===== src/rtl/dram_ref_pkg.sv =====
package dram_ref_pkg;

  typedef enum logic [2:0] {
    ST_IDLE,
    ST_PRE,
    ST_SETUP,
    ST_ACT,
    ST_POST
  } strobe_st_t;

  typedef enum logic [1:0] {
    PH_PAUSE,
    PH_WARM,
    PH_RUN
  } phase_t;

  // Nanoseconds to whole clock cycles, rounded up.
  function automatic int unsigned ns_to_cyc(input int unsigned ns, input int unsigned clk_ps);
    return (ns * 1000 + clk_ps - 1) / clk_ps;
  endfunction

  function automatic int unsigned max_of(input int unsigned a, input int unsigned b);
    return (a > b) ? a : b;
  endfunction

  // Bits needed to hold values 0 .. n-1.
  function automatic int unsigned cnt_width(input int unsigned n);
    return (n < 2) ? 1 : $clog2(n);
  endfunction

endpackage


===== src/rtl/dram_ref_timer.sv =====
module dram_ref_timer #(
  parameter int unsigned PERIOD = 3120
) (
  input  logic clk,
  input  logic rst_n,
  input  logic en,
  output logic tick
);
  localparam int unsigned W = dram_ref_pkg::cnt_width(PERIOD);

  logic [W-1:0] cnt_q;

  assign tick = en && (cnt_q == W'(PERIOD - 1));

  always_ff @(posedge clk) begin
    if (!rst_n || !en) cnt_q <= '0;
    else if (tick)     cnt_q <= '0;
    else               cnt_q <= cnt_q + 1'b1;
  end
endmodule


===== src/rtl/dram_ref_backlog.sv =====
module dram_ref_backlog #(
  parameter int unsigned MAX_PEND = 8,
  parameter int unsigned PW       = dram_ref_pkg::cnt_width(MAX_PEND + 1)
) (
  input  logic          clk,
  input  logic          rst_n,
  input  logic          en,
  input  logic          due,
  input  logic          served,
  output logic [PW-1:0] count,
  output logic          urgent
);
  function automatic logic [PW-1:0] step(input logic [PW-1:0] c, input logic inc, input logic dec);
    if (inc && !dec) return (c == PW'(MAX_PEND)) ? c : c + 1'b1;
    if (dec && !inc) return (c == '0) ? c : c - 1'b1;
    return c;
  endfunction

  always_ff @(posedge clk) begin
    if (!rst_n) count <= '0;
    else        count <= step(count, en && due, en && served);
  end

  assign urgent = (count == PW'(MAX_PEND));
endmodule


===== src/rtl/dram_ref_strobe.sv =====
module dram_ref_strobe
  import dram_ref_pkg::*;
#(
  parameter int unsigned RAS_CYC  = 14,
  parameter int unsigned RP_CYC   = 10,
  parameter int unsigned CSR_CYC  = 2,
  parameter int unsigned CHR_CYC  = 2,
  parameter bit          CAS_LEAD = 1'b1
) (
  input  logic clk,
  input  logic rst_n,
  input  logic start,
  output logic busy,
  output logic done,
  output logic ras_n,
  output logic cas_n
);
  localparam int unsigned CW = cnt_width(max_of(RAS_CYC, max_of(RP_CYC, CSR_CYC)));

  strobe_st_t    st_q, st_d;
  logic [CW-1:0] cnt_q;
  logic          last;
  logic          ras_d, cas_d;

  always_comb begin
    case (st_q)
      ST_PRE, ST_POST: last = (cnt_q == CW'(RP_CYC - 1));
      ST_SETUP:        last = (cnt_q == CW'(CSR_CYC - 1));
      ST_ACT:          last = (cnt_q == CW'(RAS_CYC - 1));
      default:         last = 1'b0;
    endcase
  end

  always_comb begin
    st_d = st_q;
    case (st_q)
      ST_IDLE:  if (start) st_d = ST_PRE;
      ST_PRE:   if (last)  st_d = ST_SETUP;
      ST_SETUP: if (last)  st_d = ST_ACT;
      ST_ACT:   if (last)  st_d = ST_POST;
      ST_POST:  if (last)  st_d = ST_IDLE;
      default:             st_d = ST_IDLE;
    endcase
  end

  assign ras_d = !(st_q == ST_ACT);

  generate
    if (CAS_LEAD) begin : g_cbr
      assign cas_d = !((st_q == ST_SETUP) || (st_q == ST_ACT && cnt_q < CW'(CHR_CYC)));
    end else begin : g_rasonly
      assign cas_d = 1'b1;
    end
  endgenerate

  always_ff @(posedge clk) begin
    if (!rst_n) begin
      st_q  <= ST_IDLE;
      cnt_q <= '0;
      ras_n <= 1'b1;
      cas_n <= 1'b1;
    end else begin
      st_q  <= st_d;
      cnt_q <= (last || st_q == ST_IDLE) ? '0 : cnt_q + 1'b1;
      ras_n <= ras_d;
      cas_n <= cas_d;
    end
  end

  assign busy = (st_q != ST_IDLE);
  assign done = (st_q == ST_POST) && last;
endmodule


===== src/rtl/dram_refresh_sched.sv =====
module dram_refresh_sched
  import dram_ref_pkg::*;
#(
  parameter int unsigned CLK_PS      = 5000,
  parameter int unsigned PAUSE_NS    = 100000,
  parameter int unsigned INTERVAL_NS = 15600,
  parameter int unsigned T_RAS_NS    = 70,
  parameter int unsigned T_RP_NS     = 50,
  parameter int unsigned T_CSR_NS    = 10,
  parameter int unsigned T_CHR_NS    = 10,
  parameter int unsigned WARM_CNT    = 8,
  parameter int unsigned MAX_PEND    = 8,
  parameter int unsigned ROW_W       = 9,
  parameter bit          RAS_ONLY    = 1'b0
) (
  input  logic             clk,
  input  logic             rst_n,
  output logic             ref_req,
  input  logic             ref_gnt,
  output logic             ref_drive,
  output logic             init_done,
  output logic             ref_urgent,
  output logic             ras_n,
  output logic             ucas_n,
  output logic             lcas_n,
  output logic [ROW_W-1:0] row_addr
);
  localparam int unsigned PAUSE_CYC = ns_to_cyc(PAUSE_NS, CLK_PS);
  localparam int unsigned IVL_CYC   = ns_to_cyc(INTERVAL_NS, CLK_PS);
  localparam int unsigned RAS_CYC   = ns_to_cyc(T_RAS_NS, CLK_PS);
  localparam int unsigned RP_CYC    = ns_to_cyc(T_RP_NS, CLK_PS);
  localparam int unsigned CSR_CYC   = ns_to_cyc(T_CSR_NS, CLK_PS);
  localparam int unsigned CHR_CYC   = ns_to_cyc(T_CHR_NS, CLK_PS);
  localparam int unsigned PAUSE_W   = cnt_width(PAUSE_CYC);
  localparam int unsigned WARM_W    = cnt_width(WARM_CNT + 1);
  localparam int unsigned PEND_W    = cnt_width(MAX_PEND + 1);

  phase_t             phase_q;
  logic [PAUSE_W-1:0] pause_q;
  logic [WARM_W-1:0]  warm_q;
  logic [PEND_W-1:0]  pend_cnt;
  logic               pause_end, warm_last, run_phase;
  logic               refresh_need, cyc_start, cyc_done, cyc_busy, tick;
  logic               cas_n;

  assign run_phase    = (phase_q == PH_RUN);
  assign pause_end    = (phase_q == PH_PAUSE) && (pause_q == PAUSE_W'(PAUSE_CYC - 1));
  assign warm_last    = (phase_q == PH_WARM) && cyc_done && (warm_q == WARM_W'(1));
  assign refresh_need = ((phase_q == PH_WARM) && (warm_q != '0)) ||
                        (run_phase && (pend_cnt != '0));
  assign cyc_start    = ref_gnt && refresh_need && !cyc_busy;
  assign ref_req      = refresh_need || cyc_busy;
  assign ref_drive    = cyc_busy;

  always_ff @(posedge clk) begin
    if (!rst_n) begin
      phase_q   <= PH_PAUSE;
      pause_q   <= '0;
      warm_q    <= WARM_W'(WARM_CNT);
      init_done <= 1'b0;
    end else begin
      case (phase_q)
        PH_PAUSE: begin
          pause_q <= pause_q + 1'b1;
          if (pause_end) phase_q <= PH_WARM;
        end
        PH_WARM: begin
          if (cyc_done) warm_q <= warm_q - 1'b1;
          if (warm_last) begin
            phase_q   <= PH_RUN;
            init_done <= 1'b1;
          end
        end
        default: ;
      endcase
    end
  end

  dram_ref_timer #(.PERIOD(IVL_CYC)) u_timer (
    .clk  (clk),
    .rst_n(rst_n),
    .en   (run_phase),
    .tick (tick)
  );

  dram_ref_backlog #(.MAX_PEND(MAX_PEND), .PW(PEND_W)) u_backlog (
    .clk   (clk),
    .rst_n (rst_n),
    .en    (run_phase),
    .due   (tick),
    .served(cyc_done),
    .count (pend_cnt),
    .urgent(ref_urgent)
  );

  dram_ref_strobe #(
    .RAS_CYC (RAS_CYC),
    .RP_CYC  (RP_CYC),
    .CSR_CYC (CSR_CYC),
    .CHR_CYC (CHR_CYC),
    .CAS_LEAD(!RAS_ONLY)
  ) u_strobe (
    .clk  (clk),
    .rst_n(rst_n),
    .start(cyc_start),
    .busy (cyc_busy),
    .done (cyc_done),
    .ras_n(ras_n),
    .cas_n(cas_n)
  );

  assign ucas_n = cas_n;
  assign lcas_n = cas_n;

  generate
    if (RAS_ONLY) begin : g_row
      logic [ROW_W-1:0] row_q;
      always_ff @(posedge clk) begin
        if (!rst_n)        row_q <= '0;
        else if (cyc_done) row_q <= row_q + 1'b1;
      end
      assign row_addr = row_q;
    end else begin : g_norow
      assign row_addr = '0;
    end
  endgenerate
endmodule


===== config.mk =====
export PLATFORM = sky130hd
export DESIGN_NAME = dram_refresh_sched
export DESIGN_NICKNAME = d
export VERILOG_FILES = /design/src/rtl/dram_ref_pkg.sv /design/src/rtl/dram_ref_timer.sv /design/src/rtl/dram_ref_backlog.sv /design/src/rtl/dram_ref_strobe.sv /design/src/rtl/dram_refresh_sched.sv
export SDC_FILE = /design/constraint.sdc
export NUM_CORES = 1
export LEC_CHECK = 0
export BUFFER_PORTS_ARGS = -buffer_cell sky130_fd_sc_hd__buf_2
export CAP_MARGIN = 20
export CORE_MARGIN = 10
export CORE_UTILIZATION = 40
export CTS_BUF_LIST = sky130_fd_sc_hd__clkbuf_4
export CTS_CLUSTER_SIZE = 12
export DETAILED_ROUTE_END_ITERATION = 10
export HOLD_SLACK_MARGIN = 0.08
export PLACE_DENSITY = 0.59
export SETUP_SLACK_MARGIN = 0.4
export SYNTH_ARGS = -nofsm -noshare
export SYNTH_HDL_FRONTEND = slang
export SYNTH_SLANG_ARGS = --single-unit

===== constraint.sdc =====
create_clock -name clk -period 3.1 [get_ports clk]
set_input_delay 0.465 -clock clk [delete_from_list [all_inputs] [get_ports clk]]
set_output_delay 0.465 -clock clk [all_outputs]
set_load 0.05 [all_outputs]

==> results of run 1 <==
==> report_power, final <==
group          internal [mW]  switching (mW)  total [mW]  leakage [nW]
clock network         0.0808           0.181       0.262        0.0285
registers              0.607         0.00328       0.611         0.379
logic                0.00656          0.0362      0.0427         0.546
total                  0.695           0.221       0.916         0.954
==> what timing repair did <==
item                                    in CTS  in global routing
endpoints found under the setup margin       0                  1
setup buffers                                0                  0
gates resized for setup                      0                  1
==> per-stage QoR <==
stage	instance area (sq um)	hold WS [ns]	util, %	setup WS (ns)
floorplan	2480	0.426	-	0.957
global placement	2490	0.443	42.0	0.794
detailed placement	2490	0.453	42.0	0.701
CTS	2530	0.407	42.8	0.520
global route	2540	0.424	42.9	0.478
finish	2540	0.423	42.9	0.655
==> per-layer routing <==
layer	GRT usage, %	up-vias	routed length (um)
met5	0	-	0
met4	2.87	0	29
met3	2.75	2	156
met2	13.9	13	1930
met1	11.2	839	2220
li1	-	977	-
==> worst max path at each step <==
stage                        from                 end  slack [ns]  cells after the start
2_1_floorplan    u_strobe.st_q[0]  u_backlog.count[2]        0.96                     10
3_3_place_gp    u_strobe.cnt_q[0]  u_backlog.count[2]        0.79                     10
3_5_place_dp    u_strobe.cnt_q[0]  u_backlog.count[2]        0.70                     10
4_1_cts        u_backlog.count[0]             ref_req        0.52                      6
5_1_grt         u_strobe.cnt_q[0]  u_backlog.count[2]        0.48                     10
6_report        u_strobe.cnt_q[0]  u_backlog.count[2]        0.65                     10
==> cells in the final DEF, fill, tap and decap left out, types with 2 or more instances in the layout <==
cell type / synthesis / layout
inv_1: 11 / 11
nand4_1: 11 / 11
or3_1: 3 / 3
a211oi_1: 2 / 2
nor3b_1: 3 / 2
and3_1: 6 / 6
and2_1: 5 / 5
o31a_1: 2 / 2
nand2_1: 18 / 18
nor2b_1: 6 / 6
conb_1: 1 / 9
mux2i_1: 2 / 2
nand2b_1: 4 / 4
o21a_1: 2 / 2
nor3_1: 6 / 6
buf_2: 2 / 9
o31ai_1: 5 / 5
xor2_1: 19 / 19
nand3_1: 15 / 15
and4_1: 4 / 4
xnor2_1: 7 / 7
nor3b_2: 1 / 2
dfxtp_1: 47 / 47
or4_1: 3 / 3
a31oi_1: 2 / 2
o21ai_0: 8 / 8
a21oi_1: 10 / 10
ha_1: 11 / 11
clkbuf_4: 0 / 5
nor2_1: 34 / 34
==> state kept, by name, summed over array words and instances (netlist names) <==
| register | count |
|---|---|
| u_strobe.cnt_q | 4 |
| phase_q | 2 |
| init_done | 1 |
| u_timer.cnt_q | 12 |
| u_backlog.count | 4 |
| pause_q | 15 |
| u_strobe.ras_n | 1 |
| warm_q | 4 |
| u_strobe.st_q | 3 |
| u_strobe.cas_n | 1 |
==> cell families after synthesis <==
logic type / Yosys count
buffers and inverters: 31
xor gates and xnor gates: 26
and+or+nand+nor: 129
AOI/OAI and AO/OA: 37
adders and majority gates: 11
DFF: 47
muxes: 2
other: 1
==> area by class of cell <==
cell class	count	area, sq um
fill	602	3380
multi-input combinational	214	1370
sequential	47	941
tap	75	93.8
timing repair buffer	9	45.0
inverter	11	41.3
clock buffer	5	37.5
clock inverter	2	8.76
==> results.sh, run 1 <==
export IMPL_synthXorXnorAreaFrac_pct=9.31
export IMPL_hold_viol_final=0
export IMPL_finalCritPeriodShare_pct=78.9
export IMPL_min_from="rst_n"
export IMPL_outcome="finished clean"
export IMPL_setup_viol=0
export IMPL_grt_pass1_wl_um=7480
export IMPL_synth_compound_area_share_pct=9.97
export IMPL_n_antenna_cell=0
export IMPL_cts_buffer_depth=2
export IMPL_initial_core_util_pct=41.3
export IMPL_synth_adder_area_share_pct=5.63
export IMPL_synth_top_family_by_area="simple AND/OR/NAND/NOR gates"
export IMPL_critPathCaptureType="flop"
export IMPL_yosys_warnings=0
export IMPL_min_to="warm_q[3]"
export IMPL_yosys_area_share_simple_pct=28.8
export IMPL_cts_buffers=5
export IMPL_crit_path_max_incr_delay_ns=0.41
export IMPL_viasPerCell=5.04
export IMPL_synthMuxAreaShare_pct=0.818
export IMPL_hold_path_class="in2reg"
export IMPL_max_slew_margin_pct=51.5
export IMPL_cp_buffers_inverters=1
export IMPL_ys_flop_type="dfxtp_1"
export IMPL_synthesis_instances=284
export IMPL_htreeDepth=2
export IMPL_num_rows=28
export IMPL_fin_setup_tns_ns=0
export IMPL_yosys_top_cells_area="dfxtp_1, xor2_1, ha_1"
export IMPL_r2r_end="u_backlog.count[2]"
export IMPL_core_sq_mm=0.00592
export IMPL_syn_to_final_growth_pct=3.84
export IMPL_firstDrtPassIters=4
export IMPL_synth_edff_count=0
export IMPL_grt_remaining_overflow=0
export IMPL_gp_congestion=0.847
export IMPL_leakage_nw=0.954
export IMPL_synth_common_cells="dfxtp_1, nor2_1, xor2_1"
export IMPL_avgRoutedWirePerCell_um=12.0
export IMPL_grt_max_degree=23
export IMPL_async_flop_share_pct=0
export IMPL_die_w_um=98.2
export IMPL_dieArea_sq_mm=0.00964
export IMPL_ant_nets=0
export IMPL_cp_common_cell="ha_1"
export IMPL_grt_pass1_vias=1717
export IMPL_vias=1831
export IMPL_worstSkewPairLatency_ns=0.34
export IMPL_die_h_um=98.2
export IMPL_fin_nets=302
export IMPL_drc=0
export IMPL_place_hpwl_um=3080
export IMPL_critPathTopFamily="simple AND/OR/NAND/NOR gates"
export IMPL_grt_use_total_pct=8.83
export IMPL_synth_top_area_cell="dfxtp_1"
export IMPL_critPathArrivalTime_ns=2.69
export IMPL_drv_cap=0
export IMPL_synth_seq_area_share_pct=38.5
export IMPL_regToRegSetupSlack_ns=0.65
export IMPL_fin_skew_ns=0.00735
export IMPL_cp_data_required_time_ns=3.34
export IMPL_antenna_found_initial=0
export IMPL_cts_root_buf="clkbuf_4"
export IMPL_crit_path_top_delay_cell="dfxtp_1"
export IMPL_finalNonFillerCells=363
export IMPL_clk_pin_slew_worst_paths_ns=0.13
export IMPL_synth_seq_cells=47
export IMPL_reg2regPathDepth=10
export IMPL_cts_sinks=47
export IMPL_detail_route_iter0_violations=73
export IMPL_hold_depth=2
export IMPL_reg2reg_from="u_strobe.cnt_q[0]"
export IMPL_synth_distinct_cells=48
export IMPL_crit_type="reg2reg"
export IMPL_netlist_area_sq_mm=0.00245
export IMPL_rsz0062_at_grt="false"
export IMPL_io_pins=19
export IMPL_dp_cells=356
export IMPL_fmax_mhz=409
export IMPL_worstMarginPinSlew_ns=0.727
export IMPL_hold_buffers=0
export IMPL_ir_worst_vdd_uv=275
export IMPL_layout_drive_gt1_share_pct=7.29
export IMPL_yosysMostFrequentCell="dfxtp_1"
export IMPL_io_buffers=9
export IMPL_drt_wl_total_um=4340
export IMPL_worstPathCellList="ha_1, and3b_1, nand2_1, nor2_1, inv_1, ha_1, nor2b_1, o21ai_0, and2_1, o31a_1"
export IMPL_cts_tree="built"
export IMPL_slew_violations=0
export IMPL_synth_top_area_share_pct=38.5
export IMPL_cp_max_fo=5
export IMPL_avgSynthCellArea_sq_um=8.61
export IMPL_power_density_mw_per_mm2=361
export IMPL_power_total_mw=0.916
export IMPL_worst_setup_path_start_kind="flop"
export IMPL_min_period_ns=2.45
No activity file was read; power rests on OpenSTA's default activity.
==> run 2: changes to the inputs <==
PLACE_DENSITY = 0.61   (was 0.59)
clock period = 2.2 ns   (was 3.1 ns; I/O delays follow)
==> run 2 against run 1 <==
  * Critical path type is now reg2out
  * Flip-flop and latch count is the same
  * Critical path depth fell by 4
  * Power rose by 56%
==> results.sh, run 2 (synthesis results as in run 1) <==
export IMPL_outcome="finished clean"
export IMPL_hold_path_class="in2reg"
export IMPL_io_pins=19
export IMPL_power_density_mw_per_mm2=467
export IMPL_reg2regPathDepth=10
export IMPL_drc=0
export IMPL_place_hpwl_um=3320
export IMPL_drt_wl_total_um=5140
export IMPL_hold_viol_final=0
export IMPL_critPathArrivalTime_ns=1.69
export IMPL_min_to="warm_q[3]"
export IMPL_worst_setup_path_start_kind="flop"
export IMPL_cts_sinks=47
export IMPL_grt_pass1_vias=1924
export IMPL_htreeDepth=2
export IMPL_cts_buffer_depth=2
export IMPL_fin_setup_tns_ns=0
export IMPL_finalCritPeriodShare_pct=92.0
export IMPL_seqPwrFrac_pct=59.9
export IMPL_power_frac_clock_pct=35.8
export IMPL_use_met1_pct=12.3
export IMPL_p_sw_share_pct=23.4
export IMPL_min_period_ns=2.02
export IMPL_mostFrequentLayoutCells="nor2_1, dfxtp_1, buf_4"
export IMPL_viasPerCell=5.19
export IMPL_crit_type="reg2out"
export IMPL_rsz0062_at_grt="true"
export IMPL_ir_worst_vdd_uv=343
export IMPL_firstDrtPassIters=4
export IMPL_slew_violations=0
export IMPL_ant_nets=0
export IMPL_cts_tree="built"
export IMPL_cts_buffers=5
export IMPL_cp_data_required_time_ns=1.87
export IMPL_cp_buffers_inverters=2
export IMPL_grt_remaining_overflow=0
export IMPL_num_rows=28
export IMPL_met2_usage_pct=16.4
export IMPL_p_comb_share_pct=4.3
export IMPL_worstMarginPinSlew_ns=0.727
export IMPL_grt_use_met3_pct=2.47
export IMPL_die_w_um=98.2
export IMPL_detail_route_iter0_violations=93
export IMPL_crit_path_top_delay_cell="dfxtp_4"
export IMPL_leakage_nw=1.18
export IMPL_reg_top3="pause_q (15), u_timer.cnt_q (12)"
export IMPL_r2r_end="u_backlog.count[1]"
export IMPL_critPathCaptureType="output pin"
export IMPL_avgRoutedWirePerCell_um=12.9
export IMPL_gp_congestion=0.834
export IMPL_layout_drive_gt1_share_pct=31.0
export IMPL_crit_path_max_incr_delay_ns=0.37
export IMPL_worstSkewPairLatency_ns=0.36
export IMPL_setup_viol=0
export IMPL_grt_max_degree=23
export IMPL_grt_busiest_layer="met2"
export IMPL_grt_use_total_pct=9.96
export IMPL_largest_reg_flops=15
export IMPL_internal_power_mw=1.09
export IMPL_core_sq_mm=0.00592
export IMPL_regMostFlops="pause_q"
export IMPL_reg2reg_from="u_strobe.cnt_q[1]"
export IMPL_fin_nets=337
export IMPL_place_area_sq_mm=0.00262
export IMPL_fin_skew_ns=0.00912
export IMPL_max_slew_margin_pct=51.5
export IMPL_die_h_um=98.2
export IMPL_regToRegSetupSlack_ns=0.26
export IMPL_vias=2065
export IMPL_min_from="rst_n"
export IMPL_io_buffers=9
export IMPL_cp_max_fo=3
export IMPL_clk_pin_slew_worst_paths_ns=0.13
export IMPL_stdcell_area_sq_mm=0.00306
export IMPL_grt_pass1_wl_um=8470
export IMPL_dieArea_sq_mm=0.00964
export IMPL_switchingPower_mw=0.334
export IMPL_hold_depth=3
export IMPL_fmax_mhz=494
export IMPL_n_antenna_cell=0
export IMPL_drv_cap=0
export IMPL_syn_to_final_growth_pct=25.0
export IMPL_critPathTopFamily="simple AND/OR/NAND/NOR gates"
export IMPL_antenna_found_initial=0
export IMPL_initial_core_util_pct=41.3
export IMPL_worstPathCellList="inv_2, ha_4, nor3b_4, o22ai_2, or2_4, buf_8"
export IMPL_cts_root_buf="clkbuf_4"
==> run 2: worst register-to-register path: cells and delay by family (launching register included) <==
kind	cells	cell delay, ns
adder cells (fa/ha/maj)	2	0.28
flip-flops	1	0.35
AND/OR/NAND/NOR	5	0.96
AO/OA/AOI/OAI	1	0.16
buffers and inverters	2	0.12
==> run 2: worst max-delay path by stage <==
| stage | startpoint | endpoint | slack [ns] | cells past startpoint |
|---|---|---|---|---|
| floorplan | u_strobe.cnt_q[1] | u_backlog.count[1] | 0.27 | 10 |
| global placement | u_backlog.count[1] | ref_req | 0.08 | 6 |
| detailed placement | u_backlog.count[0] | ref_req | 0.10 | 6 |
| CTS | u_backlog.count[1] | ref_req | 0.15 | 6 |
| global route | u_strobe.cnt_q[1] | u_backlog.count[1] | 0.12 | 10 |
| finish | u_backlog.count[1] | ref_req | 0.18 | 6 |
==> run 2: layout make-up <==
class / instances / area (sq um)
multi-input cells: 214 / 1530
clock inverters: 2 / 37.5
well taps: 75 / 93.8
clock buffers: 5 / 37.5
fillers: 563 / 2860
inverters: 11 / 43.8
repair buffers: 44 / 345
flip-flops and latches: 47 / 968
==> run 2: repair_timing <==
item                                    in CTS  in global routing
hold buffers                                 0                  0
gates resized for setup                     28                 27
pin swaps                                   14                 10
setup buffers                               14                 14
endpoints found under the setup margin       8                  8
==> run 2: per-layer routing <==
| metal | part of all wire (%) | vias up |
|---|---|---|
| met4 | 1.2 | 0 |
| met1 | 46 | 979 |
| met3 | 4.2 | 7 |
| met2 | 49 | 27 |
| li1 | - | 1052 |
| met5 | 0 | - |
==> run 2: through the flow <==
| stage | hold WS, ns | total power [mW] | cells | worst slack, ns | util (%) |
|---|---|---|---|---|---|
| 2_1_floorplan | 0.428 | 0.944 | 292 | 0.274 | - |
| 3_3_place_gp | 0.444 | 0.940 | 363 | 0.0805 | 44.2 |
| 3_5_place_dp | 0.451 | 0.941 | 363 | 0.103 | 44.2 |
| 4_1_cts | 0.336 | 1.45 | 384 | 0.155 | 48.8 |
| 5_1_grt | 0.337 | 1.49 | 398 | 0.117 | 51.6 |
| 6_report | 0.341 | 1.43 | 398 | 0.176 | 51.6 |
==> run 2: power groups by stage <==
stage / clock (mW) / sequential, mW / combinational, mW
floorplan: 0 / 0.878 / 0.0656
global placement: 0 / 0.879 / 0.0609
detailed placement: 0 / 0.880 / 0.0613
CTS: 0.531 / 0.858 / 0.0613
global route: 0.568 / 0.857 / 0.0689
finish: 0.511 / 0.856 / 0.0615
==> run 3: changes to the inputs <==
clock period = 1.85 ns   (was 2.2 ns; I/O delays follow)
==> run 3 against run 2 <==
  * The flow now finishes with violations (negative setup slack)
  * Clock-buffer cell count is the same
  * Combinational power grew 39%
  * Flip-flop and latch count unchanged
  * Global-route usage up 0.27 points
  * Core utilization grew 4.7 points
  * Clock power increased by 19%
  * Critical endpoint is now u_backlog.count[1]
  * Largest cell class unchanged
==> results.sh, run 3 (synthesis results as in run 1) <==
export IMPL_outcome="finished with violations"
export IMPL_violations="negative setup slack"
export IMPL_drt_wl_total_um=5320
export IMPL_ir_worst_vdd_uv=422
export IMPL_grt_max_degree=22
export IMPL_grt_use_total_pct=10.2
export IMPL_gp_congestion=0.840
export IMPL_htreeDepth=2
export IMPL_cts_sinks=47
export IMPL_cts_buffer_depth=2
export IMPL_crit_type="reg2reg"
export IMPL_critPathArrivalTime_ns=2.22
export IMPL_slew_violations=0
export IMPL_drc=0
export IMPL_mostFrequentLayoutCells="buf_4, nor2_1, dfxtp_1"
export IMPL_leakage_nw=1.33
export IMPL_viasPerCell=5.04
export IMPL_grt_pass1_wl_um=8600
export IMPL_place_area_sq_mm=0.00283
export IMPL_fin_skew_ns=0.0136
export IMPL_fin_nets=357
export IMPL_avgRoutedWirePerCell_um=12.7
export IMPL_largest_reg_flops=15
export IMPL_finalCritPeriodShare_pct=104
export IMPL_finalNonFillerCells=418
export IMPL_core_sq_mm=0.00592
export IMPL_io_pins=19
export IMPL_detail_route_iter0_violations=73
export IMPL_ant_nets=0
export IMPL_cts_tree="built"
export IMPL_power_density_mw_per_mm2=515
export IMPL_num_rows=28
export IMPL_die_w_um=98.2
export IMPL_regMostFlops="pause_q"
export IMPL_dp_cells=387
export IMPL_fmax_mhz=518
export IMPL_whs_ns=0.283
export IMPL_initial_core_util_pct=41.3
export IMPL_hold_viol_final=0
export IMPL_clk_pin_slew_worst_paths_ns=0.14
export IMPL_worst_setup_path_start_kind="flop"
export IMPL_critPathCaptureType="flop"
export IMPL_cts_root_buf="clkbuf_4"
export IMPL_reg_top3="pause_q (15), u_timer.cnt_q (12)"
export IMPL_cp_data_required_time_ns=2.14
export IMPL_io_buffers=9
export IMPL_syn_to_final_growth_pct=36.3
export IMPL_layout_drive_gt1_share_pct=37.9
export IMPL_n_antenna_cell=0
export IMPL_vias=2107
export IMPL_worstSkewPairLatency_ns=0.36
export IMPL_drv_cap=0
export IMPL_timing_final_ws_setup_ns=-0.0807
export IMPL_final_common_cell="buf_4"
export IMPL_place_hpwl_um=3500
export IMPL_rsz0062_at_grt="true"
export IMPL_fin_setup_tns_ns=-0.283
export IMPL_firstDrtPassIters=4
export IMPL_setup_viol=5
export IMPL_cts_buffers=5
export IMPL_pre_cts_ws_ns=-0.0812
export IMPL_cp_max_fo=4
export IMPL_hold_path_class="in2reg"
export IMPL_grt_pass1_vias=1989
export IMPL_grt_remaining_overflow=0
export IMPL_min_period_ns=1.93
export IMPL_antenna_found_initial=0
export IMPL_die_h_um=98.2
export IMPL_dieArea_sq_mm=0.00964
export IMPL_stdcell_area_sq_mm=0.00333
==> run 3: cell count changes in the layout (fill, tap and decap cells not counted), moves of 2 or more <==
cell     previous run  this run
o21ai_0             7         5
and3_1              6         4
xnor2_2             0         2
dfxtp_2            10        13
dfxtp_4             4         2
buf_6               4        14
and3_4              0         2
o21ai_1             0         2
xnor2_1             7         5
ha_4                5         7
buf_4              32        41
==> run 3: repair_timing <==
action,in CTS,in global routing
buffers inserted,14,10
pin swaps,21,26
setup endpoints to repair,30,37
hold buffers,0,0
resized for setup,43,29
==> run 3: path summary, 6_finish.rpt <==
path | start | endpoint | slack, ns | depth (start not counted)
setup / recovery | u_timer.cnt_q[1] | u_backlog.count[1] | -0.08 | 6
hold / removal | rst_n | u_backlog.count[3] | 0.28 | 4
setup reg to reg | u_timer.cnt_q[1] | u_backlog.count[1] | -0.08 | 6
hold reg to reg | pause_q[14] | pause_q[14] | 0.49 | 2
==> run 3: layout make-up <==
class                      instances  area (sq um)
tap                               75          93.8
inverter                          11          43.8
clock inverter                     2          37.5
timing repair buffer              64           541
multi-input combinational        214          1620
clock buffer                       5          37.5
fill                             516          2590
sequential                        47           965
==> run 3: worst max-delay path: stages (launching register included) <==
cell     delay [ns]
dfxtp_2        0.38
ha_4           0.13
and4_4         0.20
nand4_1        0.19
ha_4           0.30
or4_1          0.49
a31oi_1        0.16
==> run 3: through the flow <==
stage | power (mW) | util [%]
2_1_floorplan | 1.12 | -
3_3_place_gp | 1.12 | 47.8
3_5_place_dp | 1.12 | 47.8
4_1_cts | 1.73 | 53.1
5_1_grt | 1.78 | 56.3
6_report | 1.72 | 56.3
==> run 3: where the power goes <==
group / total [mW] / switching [mW] / internal [mW] / leakage [nW]
clock network: 0.608 / 0.331 / 0.277 / 0.0373
registers: 1.02 / 0.00853 / 1.02 / 0.387
logic: 0.0854 / 0.0644 / 0.0210 / 0.903
==> run 3: per-layer routing <==
layer / track usage [%] / wire length [um] / vias to the layer above
li1: - / - / 1094
met1: 12.2 / 2460 / 991
met2: 17.3 / 2670 / 16
met3: 2.68 / 131 / 6
met4: 3.53 / 52 / 0
met5: 0 / 0 / -
